--- src/rtl/xcrtc_pkg.sv ---
`timescale 1ns/1ps
package xcrtc_pkg;
  localparam int XC_DW       = 8;
  localparam int XC_IW       = 8;
  localparam int XC_STD_LAST = 24;
  localparam int XC_BANK_W   = 6;
  localparam int XC_SEXT_W   = 5;
  localparam int XC_HEXT_W   = 6;
  localparam int XC_VEXT_W   = 5;

  localparam logic [7:0] IX_ID_HI   = 8'h2D;
  localparam logic [7:0] IX_ID_LO   = 8'h2E;
  localparam logic [7:0] IX_REV     = 8'h2F;
  localparam logic [7:0] IX_ID_CHIP = 8'h30;
  localparam logic [7:0] IX_MEMCFG  = 8'h31;
  localparam logic [7:0] IX_WINDOW  = 8'h35;
  localparam logic [7:0] IX_KEY     = 8'h38;
  localparam logic [7:0] IX_CLKSEL  = 8'h42;
  localparam logic [7:0] IX_HIBITS  = 8'h51;
  localparam logic [7:0] IX_HOVF    = 8'h5D;
  localparam logic [7:0] IX_VOVF    = 8'h5E;
  localparam logic [7:0] IX_FMT     = 8'h67;
  localparam logic [7:0] IX_SADDR   = 8'h69;
  localparam logic [7:0] IX_BANK    = 8'h6A;

  localparam logic [7:0] ID_HI_VAL   = 8'h56;
  localparam logic [7:0] ID_LO_VAL   = 8'h31;
  localparam logic [7:0] REV_VAL     = 8'h00;
  localparam logic [7:0] CHIP_ID_VAL = 8'hE1;

  // key holds {data[7:6], data[3:2]} of the last write to the key index
  function automatic logic key_open(input logic [3:0] k);
    return (k[1:0] == 2'b10) && (k[3:2] != 2'b00);
  endfunction
endpackage

--- src/rtl/xcrtc_scratch.sv ---
`timescale 1ns/1ps
module xcrtc_scratch #(
  parameter int DW = 8,
  parameter int IW = 8
) (
  input  logic          clk,
  input  logic          rst_n,
  input  logic          we,
  input  logic [IW-1:0] addr,
  input  logic [DW-1:0] wdata,
  output logic [DW-1:0] rdata
);
  localparam int DEPTH = 1 << IW;

  logic [DW-1:0] mem_q [DEPTH];

  always_ff @(posedge clk or negedge rst_n) begin
    if (!rst_n) begin
      for (int i = 0; i < DEPTH; i++) mem_q[i] <= '0;
    end else if (we) begin
      mem_q[addr] <= wdata;
    end
  end

  assign rdata = mem_q[addr];

  // a stored byte is present at its address after the write edge
  p_store_r10: assert property (@(posedge clk) disable iff (!rst_n)
    we |=> (mem_q[$past(addr)] == $past(wdata)));
endmodule

--- src/rtl/xcrtc_window.sv ---
`timescale 1ns/1ps
module xcrtc_window
  import xcrtc_pkg::*;
#(
  parameter int DW     = 8,
  parameter int BANK_W = 6,
  parameter int SEXT_W = 5
) (
  input  logic              clk,
  input  logic              rst_n,
  input  logic [DW-1:0]     wdata,
  input  logic              wr_key,
  input  logic              wr_win,
  input  logic              wr_bank,
  input  logic              wr_hib,
  input  logic              wr_mcfg,
  input  logic              wr_sx,
  output logic [BANK_W-1:0] bank_rd,
  output logic [BANK_W-1:0] bank_wr,
  output logic [SEXT_W-1:0] start_ext,
  output logic [DW-1:0]     win_rb
);
  logic [3:0]        key_q, key_d;
  logic [BANK_W-1:0] bankw_q, bankw_d, bankr_q, bankr_d;
  logic [SEXT_W-1:0] sext_q, sext_d;
  logic [DW-1:0]     win_q, win_d;
  logic              accept, bank_en, sext_en;

  always_comb begin
    accept  = wr_win && key_open(key_q);
    bank_en = accept || wr_bank || wr_hib;
    sext_en = wr_mcfg || wr_hib || wr_sx;

    key_d = key_q;
    if (wr_key) key_d = {wdata[7:6], wdata[3:2]};

    bankw_d = bankw_q;
    if (accept)  bankw_d = BANK_W'(wdata[3:0]);
    if (wr_bank) bankw_d = wdata[BANK_W-1:0];
    if (wr_hib)  bankw_d[5:4] = wdata[3:2];
    bankr_d = bank_en ? bankw_d : bankr_q;

    win_d = accept ? wdata : win_q;

    sext_d = sext_q;
    if (wr_mcfg) sext_d[1:0] = wdata[5:4];
    if (wr_hib)  sext_d[3:2] = wdata[1:0];
    if (wr_sx)   sext_d      = wdata[SEXT_W-1:0];
  end

  always_ff @(posedge clk or negedge rst_n) begin
    if (!rst_n) begin
      key_q   <= '0;
      bankw_q <= '0;
      bankr_q <= '0;
      sext_q  <= '0;
      win_q   <= '0;
    end else begin
      if (wr_key)  key_q   <= key_d;
      if (bank_en) bankw_q <= bankw_d;
      if (bank_en) bankr_q <= bankr_d;
      if (sext_en) sext_q  <= sext_d;
      if (accept)  win_q   <= win_d;
    end
  end

  assign bank_rd   = bankr_q;
  assign bank_wr   = bankw_q;
  assign start_ext = sext_q;
  assign win_rb    = win_q;

  // a locked window write leaves banks and readback untouched
  p_lock_hold_r3: assert property (@(posedge clk) disable iff (!rst_n)
    (wr_win && !key_open(key_q)) |=> ($stable(bankw_q) && $stable(win_q)));

  // read and write banks never diverge
  p_bank_twin_r4: assert property (@(posedge clk) disable iff (!rst_n)
    bankr_q == bankw_q);

  // full start-extension load
  p_sext_load_r6: assert property (@(posedge clk) disable iff (!rst_n)
    wr_sx |=> (sext_q == $past(wdata[SEXT_W-1:0])));

  // bank high-bits load keeps the low bank bits
  p_hib_keep_r5: assert property (@(posedge clk) disable iff (!rst_n)
    wr_hib |=> (bankw_q[3:0] == $past(bankw_q[3:0])));
endmodule

--- src/rtl/xcrtc_overflow.sv ---
`timescale 1ns/1ps
module xcrtc_overflow #(
  parameter int HEXT_W = 6,
  parameter int VEXT_W = 5
) (
  input  logic              clk,
  input  logic              rst_n,
  input  logic [6:0]        wdata,
  input  logic              wr_h,
  input  logic              wr_v,
  output logic [HEXT_W-1:0] hext,
  output logic [VEXT_W-1:0] vext
);
  logic [HEXT_W-1:0] hext_q, hext_d;
  logic [VEXT_W-1:0] vext_q, vext_d;

  always_comb begin
    hext_d = hext_q;
    vext_d = vext_q;
    if (wr_h) hext_d = {wdata[5], wdata[3], wdata[4], wdata[2], wdata[1], wdata[0]};
    if (wr_v) vext_d = {wdata[6], wdata[4], wdata[2], wdata[1], wdata[0]};
  end

  always_ff @(posedge clk or negedge rst_n) begin
    if (!rst_n) begin
      hext_q <= '0;
      vext_q <= '0;
    end else begin
      if (wr_h) hext_q <= hext_d;
      if (wr_v) vext_q <= vext_d;
    end
  end

  assign hext = hext_q;
  assign vext = vext_q;

  // blank-end and retrace-start bits cross over
  p_hmap_r7: assert property (@(posedge clk) disable iff (!rst_n)
    wr_h |=> ((hext_q[4] == $past(wdata[3])) && (hext_q[3] == $past(wdata[4]))));

  // vertical bits move only on their own write
  p_vkeep_r8: assert property (@(posedge clk) disable iff (!rst_n)
    !wr_v |=> $stable(vext_q));
endmodule

--- src/rtl/xcrtc_regbank.sv ---
`timescale 1ns/1ps
module xcrtc_regbank
  import xcrtc_pkg::*;
#(
  parameter int DW       = XC_DW,
  parameter int IW       = XC_IW,
  parameter int STD_LAST = XC_STD_LAST,
  parameter int BANK_W   = XC_BANK_W,
  parameter int SEXT_W   = XC_SEXT_W,
  parameter int HEXT_W   = XC_HEXT_W,
  parameter int VEXT_W   = XC_VEXT_W
) (
  input  logic              clk,
  input  logic              rst_n,
  input  logic              idx_wr,
  input  logic [IW-1:0]     idx_in,
  input  logic              dat_wr,
  input  logic [DW-1:0]     wdata,
  output logic [DW-1:0]     rdata,
  output logic              std_wr,
  output logic [4:0]        std_index,
  output logic [DW-1:0]     std_wdata,
  input  logic [DW-1:0]     std_rdata,
  output logic [BANK_W-1:0] bank_rd,
  output logic [BANK_W-1:0] bank_wr,
  output logic [SEXT_W-1:0] start_ext,
  output logic [HEXT_W-1:0] hext,
  output logic [VEXT_W-1:0] vext,
  output logic              mode_chg
);
  localparam int STD_IW = $clog2(STD_LAST + 1);

  logic [1:0]    rst_sync_q;
  logic          rst_ni;
  logic [IW-1:0] idx_q, idx_d;
  logic          is_std, wr_loc;
  logic          mode_q, mode_d;
  logic [DW-1:0] scr_rd, win_rb;

  // asynchronous assert, synchronous release
  always_ff @(posedge clk or negedge rst_n) begin
    if (!rst_n) rst_sync_q <= '0;
    else        rst_sync_q <= {rst_sync_q[0], 1'b1};
  end
  assign rst_ni = rst_sync_q[1];

  always_comb begin
    idx_d  = idx_wr ? idx_in : idx_q;
    is_std = (idx_q <= IW'(STD_LAST));
    wr_loc = dat_wr && !is_std;
    mode_d = wr_loc && ((idx_q == IX_MEMCFG) || (idx_q == IX_HIBITS) ||
                        (idx_q == IX_HOVF)   || (idx_q == IX_VOVF)   ||
                        (idx_q == IX_FMT)    || (idx_q == IX_SADDR));
  end

  always_ff @(posedge clk or negedge rst_ni) begin
    if (!rst_ni) begin
      idx_q  <= '0;
      mode_q <= 1'b0;
    end else begin
      if (idx_wr) idx_q <= idx_d;
      mode_q <= mode_d;
    end
  end

  assign std_wr    = dat_wr && is_std;
  assign std_index = idx_q[STD_IW-1:0];
  assign std_wdata = wdata;
  assign mode_chg  = mode_q;

  xcrtc_scratch #(.DW(DW), .IW(IW)) u_scratch (
    .clk   (clk),
    .rst_n (rst_ni),
    .we    (wr_loc),
    .addr  (idx_q),
    .wdata (wdata),
    .rdata (scr_rd)
  );

  xcrtc_window #(.DW(DW), .BANK_W(BANK_W), .SEXT_W(SEXT_W)) u_window (
    .clk       (clk),
    .rst_n     (rst_ni),
    .wdata     (wdata),
    .wr_key    (wr_loc && (idx_q == IX_KEY)),
    .wr_win    (wr_loc && (idx_q == IX_WINDOW)),
    .wr_bank   (wr_loc && (idx_q == IX_BANK)),
    .wr_hib    (wr_loc && (idx_q == IX_HIBITS)),
    .wr_mcfg   (wr_loc && (idx_q == IX_MEMCFG)),
    .wr_sx     (wr_loc && (idx_q == IX_SADDR)),
    .bank_rd   (bank_rd),
    .bank_wr   (bank_wr),
    .start_ext (start_ext),
    .win_rb    (win_rb)
  );

  xcrtc_overflow #(.HEXT_W(HEXT_W), .VEXT_W(VEXT_W)) u_overflow (
    .clk   (clk),
    .rst_n (rst_ni),
    .wdata (wdata[6:0]),
    .wr_h  (wr_loc && (idx_q == IX_HOVF)),
    .wr_v  (wr_loc && (idx_q == IX_VOVF)),
    .hext  (hext),
    .vext  (vext)
  );

  always_comb begin
    if (is_std) begin
      rdata = std_rdata;
    end else begin
      case (idx_q)
        IX_ID_HI:   rdata = ID_HI_VAL;
        IX_ID_LO:   rdata = ID_LO_VAL;
        IX_REV:     rdata = REV_VAL;
        IX_ID_CHIP: rdata = CHIP_ID_VAL;
        IX_WINDOW:  rdata = win_rb;
        IX_CLKSEL:  rdata = DW'(scr_rd[3:0]);
        IX_HIBITS:  rdata = DW'({bank_wr[5:4], start_ext[3:2]});
        IX_SADDR:   rdata = DW'(start_ext);
        IX_BANK:    rdata = DW'(bank_rd);
        default:    rdata = scr_rd;
      endcase
    end
  end

  // a write at a high index never reaches the standard controller
  p_std_iso_r1: assert property (@(posedge clk) disable iff (!rst_ni)
    (dat_wr && (idx_q > IW'(STD_LAST))) |-> !std_wr);

  // format register write raises the pulse next cycle
  p_mode_fmt_r11: assert property (@(posedge clk) disable iff (!rst_ni)
    (dat_wr && (idx_q == IX_FMT)) |=> mode_chg);

  // no write, no pulse
  p_mode_quiet_r11: assert property (@(posedge clk) disable iff (!rst_ni)
    !dat_wr |=> !mode_chg);
endmodule

--- config.mk ---
export PLATFORM = sky130hd
export DESIGN_NAME = xcrtc_regbank
export DESIGN_NICKNAME = d
export VERILOG_FILES = /design/src/rtl/xcrtc_pkg.sv /design/src/rtl/xcrtc_scratch.sv /design/src/rtl/xcrtc_window.sv /design/src/rtl/xcrtc_overflow.sv /design/src/rtl/xcrtc_regbank.sv
export SDC_FILE = /design/constraint.sdc
export NUM_CORES = 2
export LEC_CHECK = 0
export BUFFER_PORTS_ARGS = -buffer_cell sky130_fd_sc_hd__buf_2
export CAP_MARGIN = 20
export CORE_MARGIN = 10
export CORE_UTILIZATION = 30
export CTS_BUF_LIST = sky130_fd_sc_hd__clkbuf_2
export DETAILED_ROUTE_END_ITERATION = 12
export GPL_ROUTABILITY_DRIVEN = 0
export PLACE_DENSITY = 0.42
export SYNTH_ARGS = -nofsm -noshare
export SYNTH_HDL_FRONTEND = slang
export SYNTH_HIERARCHICAL = 1
export SYNTH_SLANG_ARGS = --single-unit
--- constraint.sdc ---
create_clock -name clk -period 100.6 [get_ports clk]
set_input_delay 5.03 -clock clk [delete_from_list [all_inputs] [get_ports clk]]
set_output_delay 5.03 -clock clk [all_outputs]
set_load 0.02 [all_outputs]
### After elaboration in Yosys (flattened, before gate mapping)

Index checks and enable logic that the tools add are counted.

| word-level totals | value |
|---|---|
| register bits | 2093 |
| word-level logic and storage cells | 335 |
| output and inout port bits | 51 |
| input port bits | 28 |

| cells by class | value |
|---|---|
| reduce and logical (&&, ||, !) cells | 34 |
| magnitude comparators | 3 |
| mux-type cells | 14 |
| bitwise operators | 1 |
| equal/unequal tests | 15 |

Operator list:

| cell | number |
|---|---|
| 2048-bit bitwise mux | 1 |
| 8-bit one-hot mux with 9 select lines | 1 |
| 8-bit binary-select mux with 8-bit select | 1 |
| 8-bit demux with 8-bit select | 1 |
| 8-bit by 6-bit == test with 1-bit output (second input constant) | 7 |
| 8-bit by 7-bit == test with 1-bit output (second input constant) | 7 |
| 8-bit 2-to-1 mux | 4 |
| 1-bit logical AND | 14 |
| 6-bit 2-to-1 mux | 2 |
| 2-bit AND reduction | 5 |
| 9-bit >= comparator (second input constant) | 1 |
| 1-bit logical OR | 9 |
| 9-bit by 1-bit less-than comparator with 1-bit output (second input constant) | 1 |
| 8-bit inverter with 9-bit output | 1 |
| 8-bit by 5-bit <= comparator with 1-bit output (second input constant) | 1 |
| 2-bit nonzero test | 4 |
| 2-bit 2-to-1 mux | 3 |
| 4-bit 2-to-1 mux | 1 |
| 3-bit nonzero test | 1 |
| 2-bit == test (second input constant) | 1 |
| 1-bit logical NOT | 1 |

### Logic depth before layout (Yosys ltp)

| depth | value |
|---|---|
| depth in word-level cells | 8 |
| mapped depth | 13 |
| gate-level depth less buffers | 9 |

### Cells and area by module

The synthesis kept the hierarchy.

By module, submodules not included:

| module | area each (um^2) | cells an instance | instances | sequential area each (um^2) |
|---|---|---|---|---|
| xcrtc_scratch | 92711.4 | 5832 | 1 | 51249.2 |
| xcrtc_regbank | 1360.1 | 186 | 1 | 275.3 |
| xcrtc_window | 999.7 | 72 | 1 | 575.6 |
| xcrtc_overflow | 432.9 | 23 | 1 | 275.3 |

### Worst setup path after synthesis

Ideal clock, no wire load.

| timing | value |
|---|---|
| kind | in2out |
| from | input std_rdata[0] |
| to | output rdata[0] |
| cell stages on the path | 2 |
| data required time | 95.570 ns |
| buffers on the path | 0 |
| data arrival time | 5.620 ns |
| slack | 89.950 ns |
| cell sequence | nor2_1 > a211oi_1 |

| on the way | value |
|---|---|
| word-level cells in the longest chain between the ends | 1 |

Ends and longest elaborated chain:

| item | line | text |
|---|---|---|
| start: declaration | xcrtc_regbank.sv:23 | `input logic [DW-1:0] std_rdata,` |
| 8-bit 2-to-1 mux | xcrtc_regbank.sv:107 | `if (is_std) begin` |
| end: declaration | xcrtc_regbank.sv:19 | `output logic [DW-1:0] rdata,` |

Every way passes these cells.

### Worst setup path after layout

| timing | value |
|---|---|
| from | register idx_q[0] |
| to | output rdata[2] |

| on the way | value |
|---|---|
| word-level cells in the longest chain between the ends | 6 |
| elaborated cells between the ends (all ways) | 16 |
| those cells by class | 1 x order compare; 9 x eq/ne; 5 x mux; 1 x bitwise |

Ends and longest elaborated chain:

| item | line | text |
|---|---|---|
| start: declaration | xcrtc_regbank.sv:35 | `logic [IW-1:0] idx_q, idx_d;` |
| start signal: assignment | xcrtc_regbank.sv:61 | `if (idx_wr) idx_q <= idx_d;` |
| 8-bit inverter with 9-bit output (implied by the code) | xcrtc_scratch.sv:25 | `assign rdata = mem_q[addr];` |
| 8-bit binary-select mux with 8-bit select | xcrtc_scratch.sv:25 |  |
| 8-bit 2-to-1 mux (implied by the code) (2 in series) | xcrtc_scratch.sv:25 |  |
| net scr_rd[2] | xcrtc_regbank.sv:38 | `logic [DW-1:0] scr_rd, win_rb;` |
| 8-bit one-hot mux with 9 select lines | xcrtc_regbank.sv:110 | `case (idx_q)` |
| 8-bit 2-to-1 mux | xcrtc_regbank.sv:107 |  |

The timed path passes the listed nets, and every way through them passes these cells. The select of a mux whose other input is x is not followed.

==> flow_summary.ini <==
[synthesis]
syn-cell-area_um2 = 95500
synth.net_count = 6141
synth_flop_cell = sky130_fd_sc_hd__dfrtp_1
post_synth.cell_area_avg_um2 = 15.62
synth_edf_count = 0
postSynthRegisterBits = 2093
async_set_or_reset_register_ratio_after_synthesis_pct = 100.0
ys.warnings.count = 6
netlist-cell-type-count = 60
synth-seq-area-share_pct = 54.84
synthesis.instances = 6113

[timing]
finalWorstPathRequiredPeriod_ps = 13790
timing.final.hold_violations = 0
grt_setup_unrepaired = false
report.final.setup_viol = 0
worst_pin_slew_ps = 1213
max_slew_margin_pct = 18.05
period_share_pct = 13.71
clock-skew-final_ps = 200.3
fmaxAchievable_mhz = 72.49
report.final.slew_viol_count = 0
fin_tns_setup_ps = 0

[setup_path]
crit_arrival_ps = 8760
r2r-end = u_scratch/mem_q[180]
worst-r2r-cell-count = 12
crit_path_cell_trace = buf_4 -> buf_4 -> buf_4 -> mux4_2 -> a22oi_1 -> a21oi_1 -> o41ai_1 -> buf_4 -> nand4_1 -> a32oi_1 -> nor2_1 -> a211oi_1 -> a21oi_1 -> buf_2
cp_slowest_stage_delay_ps = 1040
kind_of_end_point_of_the_critical_path = output pin
critPathLaunchType = register
timing.critical_path.buf_inv = 5
ff2ff_setup_slack_ps = 93050
critical-path-top-cell-by-count = sky130_fd_sc_hd__buf_4
worst-endpoint-required_ps = 95570
critical_path_class = register to output pin
slowest_cell_on_the_critical_path = sky130_fd_sc_hd__dfrtp_4
critical_path.top_delay_family = buffers and inverters
path_max_fanout = 41
rr_startpoint = idx_q[0]

[clocking]
post_cts_resized = 0
cts.clk_slew.worst_paths_ps = 100
post_cts_buffers = 0
clock_latency_ps = 2120
cts_tree = yes
cts_buffer_depth = 4
cts_max_level = 6
cts_inserted_buffers = 610
clock_tree.root_cell = sky130_fd_sc_hd__clkbuf_2
cts_hold_repair.buffers = 0
number_of_sinks_driven_by_the_clock_tree = 2093

[power]
power.ir.vdd_worst_v = 0.000008956
power_density_nw_per_um2 = 16.89
static-leakage-power_nw = 50.54

[global_routing]
grt_antenna_before_repair = 17
grt_max_degree = 163
wire_length_of_the_first_global_routing_pass_um = 448500
first_global_vias = 62599
remaining_overflow_grt = 0
grt_usage_pct = 17.58

[final_layout]
area.growth.synth_to_final_pct = 10.71
layout-drive-gt1-share_pct = 45.92
final.fill_count = 31265
seq_area_um2 = 52390
area_of_the_multi_input_gates_um2 = 41020
nets = 6487
final_cell_area_um2 = 105700

[detailed_routing]
drtPass1Iterations = 5
detail_route.vias_per_cell = 5.127
routed-via-count = 56723
first_iter_violations = 2887
detail_route.drc_violations = 0
detail_route.wl_per_cell_um = 27.53
ant_nets = 0
drt_total_wl_um = 304600

[place]
port_buffers = 78
place_hpwl_um = 187600
postPlaceCellArea_um2 = 100300

[flow_run]
cap_viol_max_count = 0

[die]
die_area_um2 = 341300
core-area_um2 = 317500
placement_rows = 207
chipHeight_um = 584.2
die_width_um = 584.2
starting_density_of_the_core_pct = 30.08
num_io_pins = 79

[status]
outcome = finished, final reports clean

[worst_hold_path]
hold_path.class = register to asynchronous set/reset pin
-- cells in the mapped netlist (11+ instances only) --
cell type / instances / share of area, %
sky130_fd_sc_hd__dfrtp_1: 2093 / 55
sky130_fd_sc_hd__mux2_2: 1256 / 15
sky130_fd_sc_hd__mux2_1: 815 / 9.6
sky130_fd_sc_hd__mux4_2: 512 / 12
sky130_fd_sc_hd__clkbuf_1: 356 / 1.4
sky130_fd_sc_hd__a22oi_1: 257 / 2.0
sky130_fd_sc_hd__a21oi_1: 141 / 0.74
sky130_fd_sc_hd__nor2_2: 133 / 0.87
sky130_fd_sc_hd__nand2_1: 114 / 0.45
sky130_fd_sc_hd__buf_2: 70 / 0.37
sky130_fd_sc_hd__nor2_1: 63 / 0.25
sky130_fd_sc_hd__nor2_4: 38 / 0.45
sky130_fd_sc_hd__o41ai_1: 32 / 0.29
sky130_fd_sc_hd__buf_4: 29 / 0.23
sky130_fd_sc_hd__buf_6: 23 / 0.27
sky130_fd_sc_hd__buf_1: 20 / 0.079
sky130_fd_sc_hd__nand3_1: 16 / 0.084
sky130_fd_sc_hd__o21ai_0: 16 / 0.084
sky130_fd_sc_hd__nand4_1: 11 / 0.072
sky130_fd_sc_hd__nor2b_1: 11 / 0.072
-- flip-flops by register name (all words and copies together) (netlist names) --
register and count:
u_scratch/mem_q 2048, u_window/win_rb 8, u_overflow/hext 6, u_window/start_ext 5, u_overflow/vext 5, rst_sync_q 2, mode_chg 1, u_window/bank_rd 6
idx_q 8, u_window/key_q 4
-- layout make-up --
type	instances	share of cell area [%]
multi-input cells	3517	38.80
repair buffers	232	1.640
inverters	5	0.01775
well taps	4180	4.947
flip-flops and latches	2093	49.55
clock inverters	152	0.8958
diodes	13	0.03077
clock buffers	871	4.123
-- worst max path at each step --
stage | slack, ps | depth (start not counted) | end | startpoint
5_1_grt | 86030 | 14 | rdata[2] | idx_q[0]
3_5_place_dp | 88650 | 14 | rdata[2] | idx_q[0]
4_1_cts | 86280 | 14 | rdata[2] | idx_q[0]
3_3_place_gp | 88580 | 14 | rdata[1] | idx_q[0]
6_report | 86810 | 14 | rdata[2] | idx_q[0]
2_1_floorplan | 37940 | 0 | idx_q[0] | rst_sync_q[1]
-- layer usage --
metal,GRT usage [%],wire [um]
met1,23.06,134100
met2,28.66,144400
met3,3.051,11730
met4,7.623,14180
met5,0,106
-- worst register-to-register path: stages, from the launching register on --
cell and delay, ps:
sky130_fd_sc_hd__dfrtp_4 1040, sky130_fd_sc_hd__buf_4 780, sky130_fd_sc_hd__buf_4 630, sky130_fd_sc_hd__buf_12 480
sky130_fd_sc_hd__or3_1 370, sky130_fd_sc_hd__a311o_1 780, sky130_fd_sc_hd__nand2_1 270, sky130_fd_sc_hd__inv_1 380
sky130_fd_sc_hd__and3b_1 480, sky130_fd_sc_hd__nand2_2 460, sky130_fd_sc_hd__buf_4 460, sky130_fd_sc_hd__nor2_1 830
sky130_fd_sc_hd__mux2_2 420
-- cell usage in the layout, fill, tap and decap left out, types with 61 or more instances in the layout --
master	count
sky130_fd_sc_hd__clkinv_1	93
sky130_fd_sc_hd__nor2_2	130
sky130_fd_sc_hd__a22oi_1	257
sky130_fd_sc_hd__dfrtp_1	2090
sky130_fd_sc_hd__nand2_1	101
sky130_fd_sc_hd__mux2_2	1256
sky130_fd_sc_hd__nor2_1	61
sky130_fd_sc_hd__clkbuf_2	871
sky130_fd_sc_hd__mux2_1	815
sky130_fd_sc_hd__a21oi_1	141
sky130_fd_sc_hd__buf_4	141
sky130_fd_sc_hd__mux4_2	512
sky130_fd_sc_hd__buf_2	73
-- cell families after synthesis --
family	Yosys count	share of synthesized area, %
AND/OR/NAND/NOR	441	2.674
buffers and inverters	503	2.363
flip-flops	2093	54.84
other	1	0.003927
multiplexers	2597	36.69
AO/OA/AOI/OAI	478	3.426
-- power by group --
group / switching (mW) / internal, mW / total [mW]
registers: 0.0328 / 0.900 / 0.933
clock network: 0.386 / 0.251 / 0.636
logic: 0.124 / 0.0920 / 0.216
total: 0.542 / 1.24 / 1.79
-- stage by stage --
step	hold WS (ps)	power [mW]	setup slack [ps]	utilization, %	cells
6_report	236.5	1.785	86810	33.30	11063
4_1_cts	240.4	1.829	86280	33.27	11047
2_1_floorplan	331.2	1.099	37940	-	6113
5_1_grt	310.7	1.890	86030	33.29	11058
3_5_place_dp	338.3	1.171	88650	31.60	10024
3_3_place_gp	337.1	1.165	88580	31.59	10019
(Power assumes the default switching activity.)
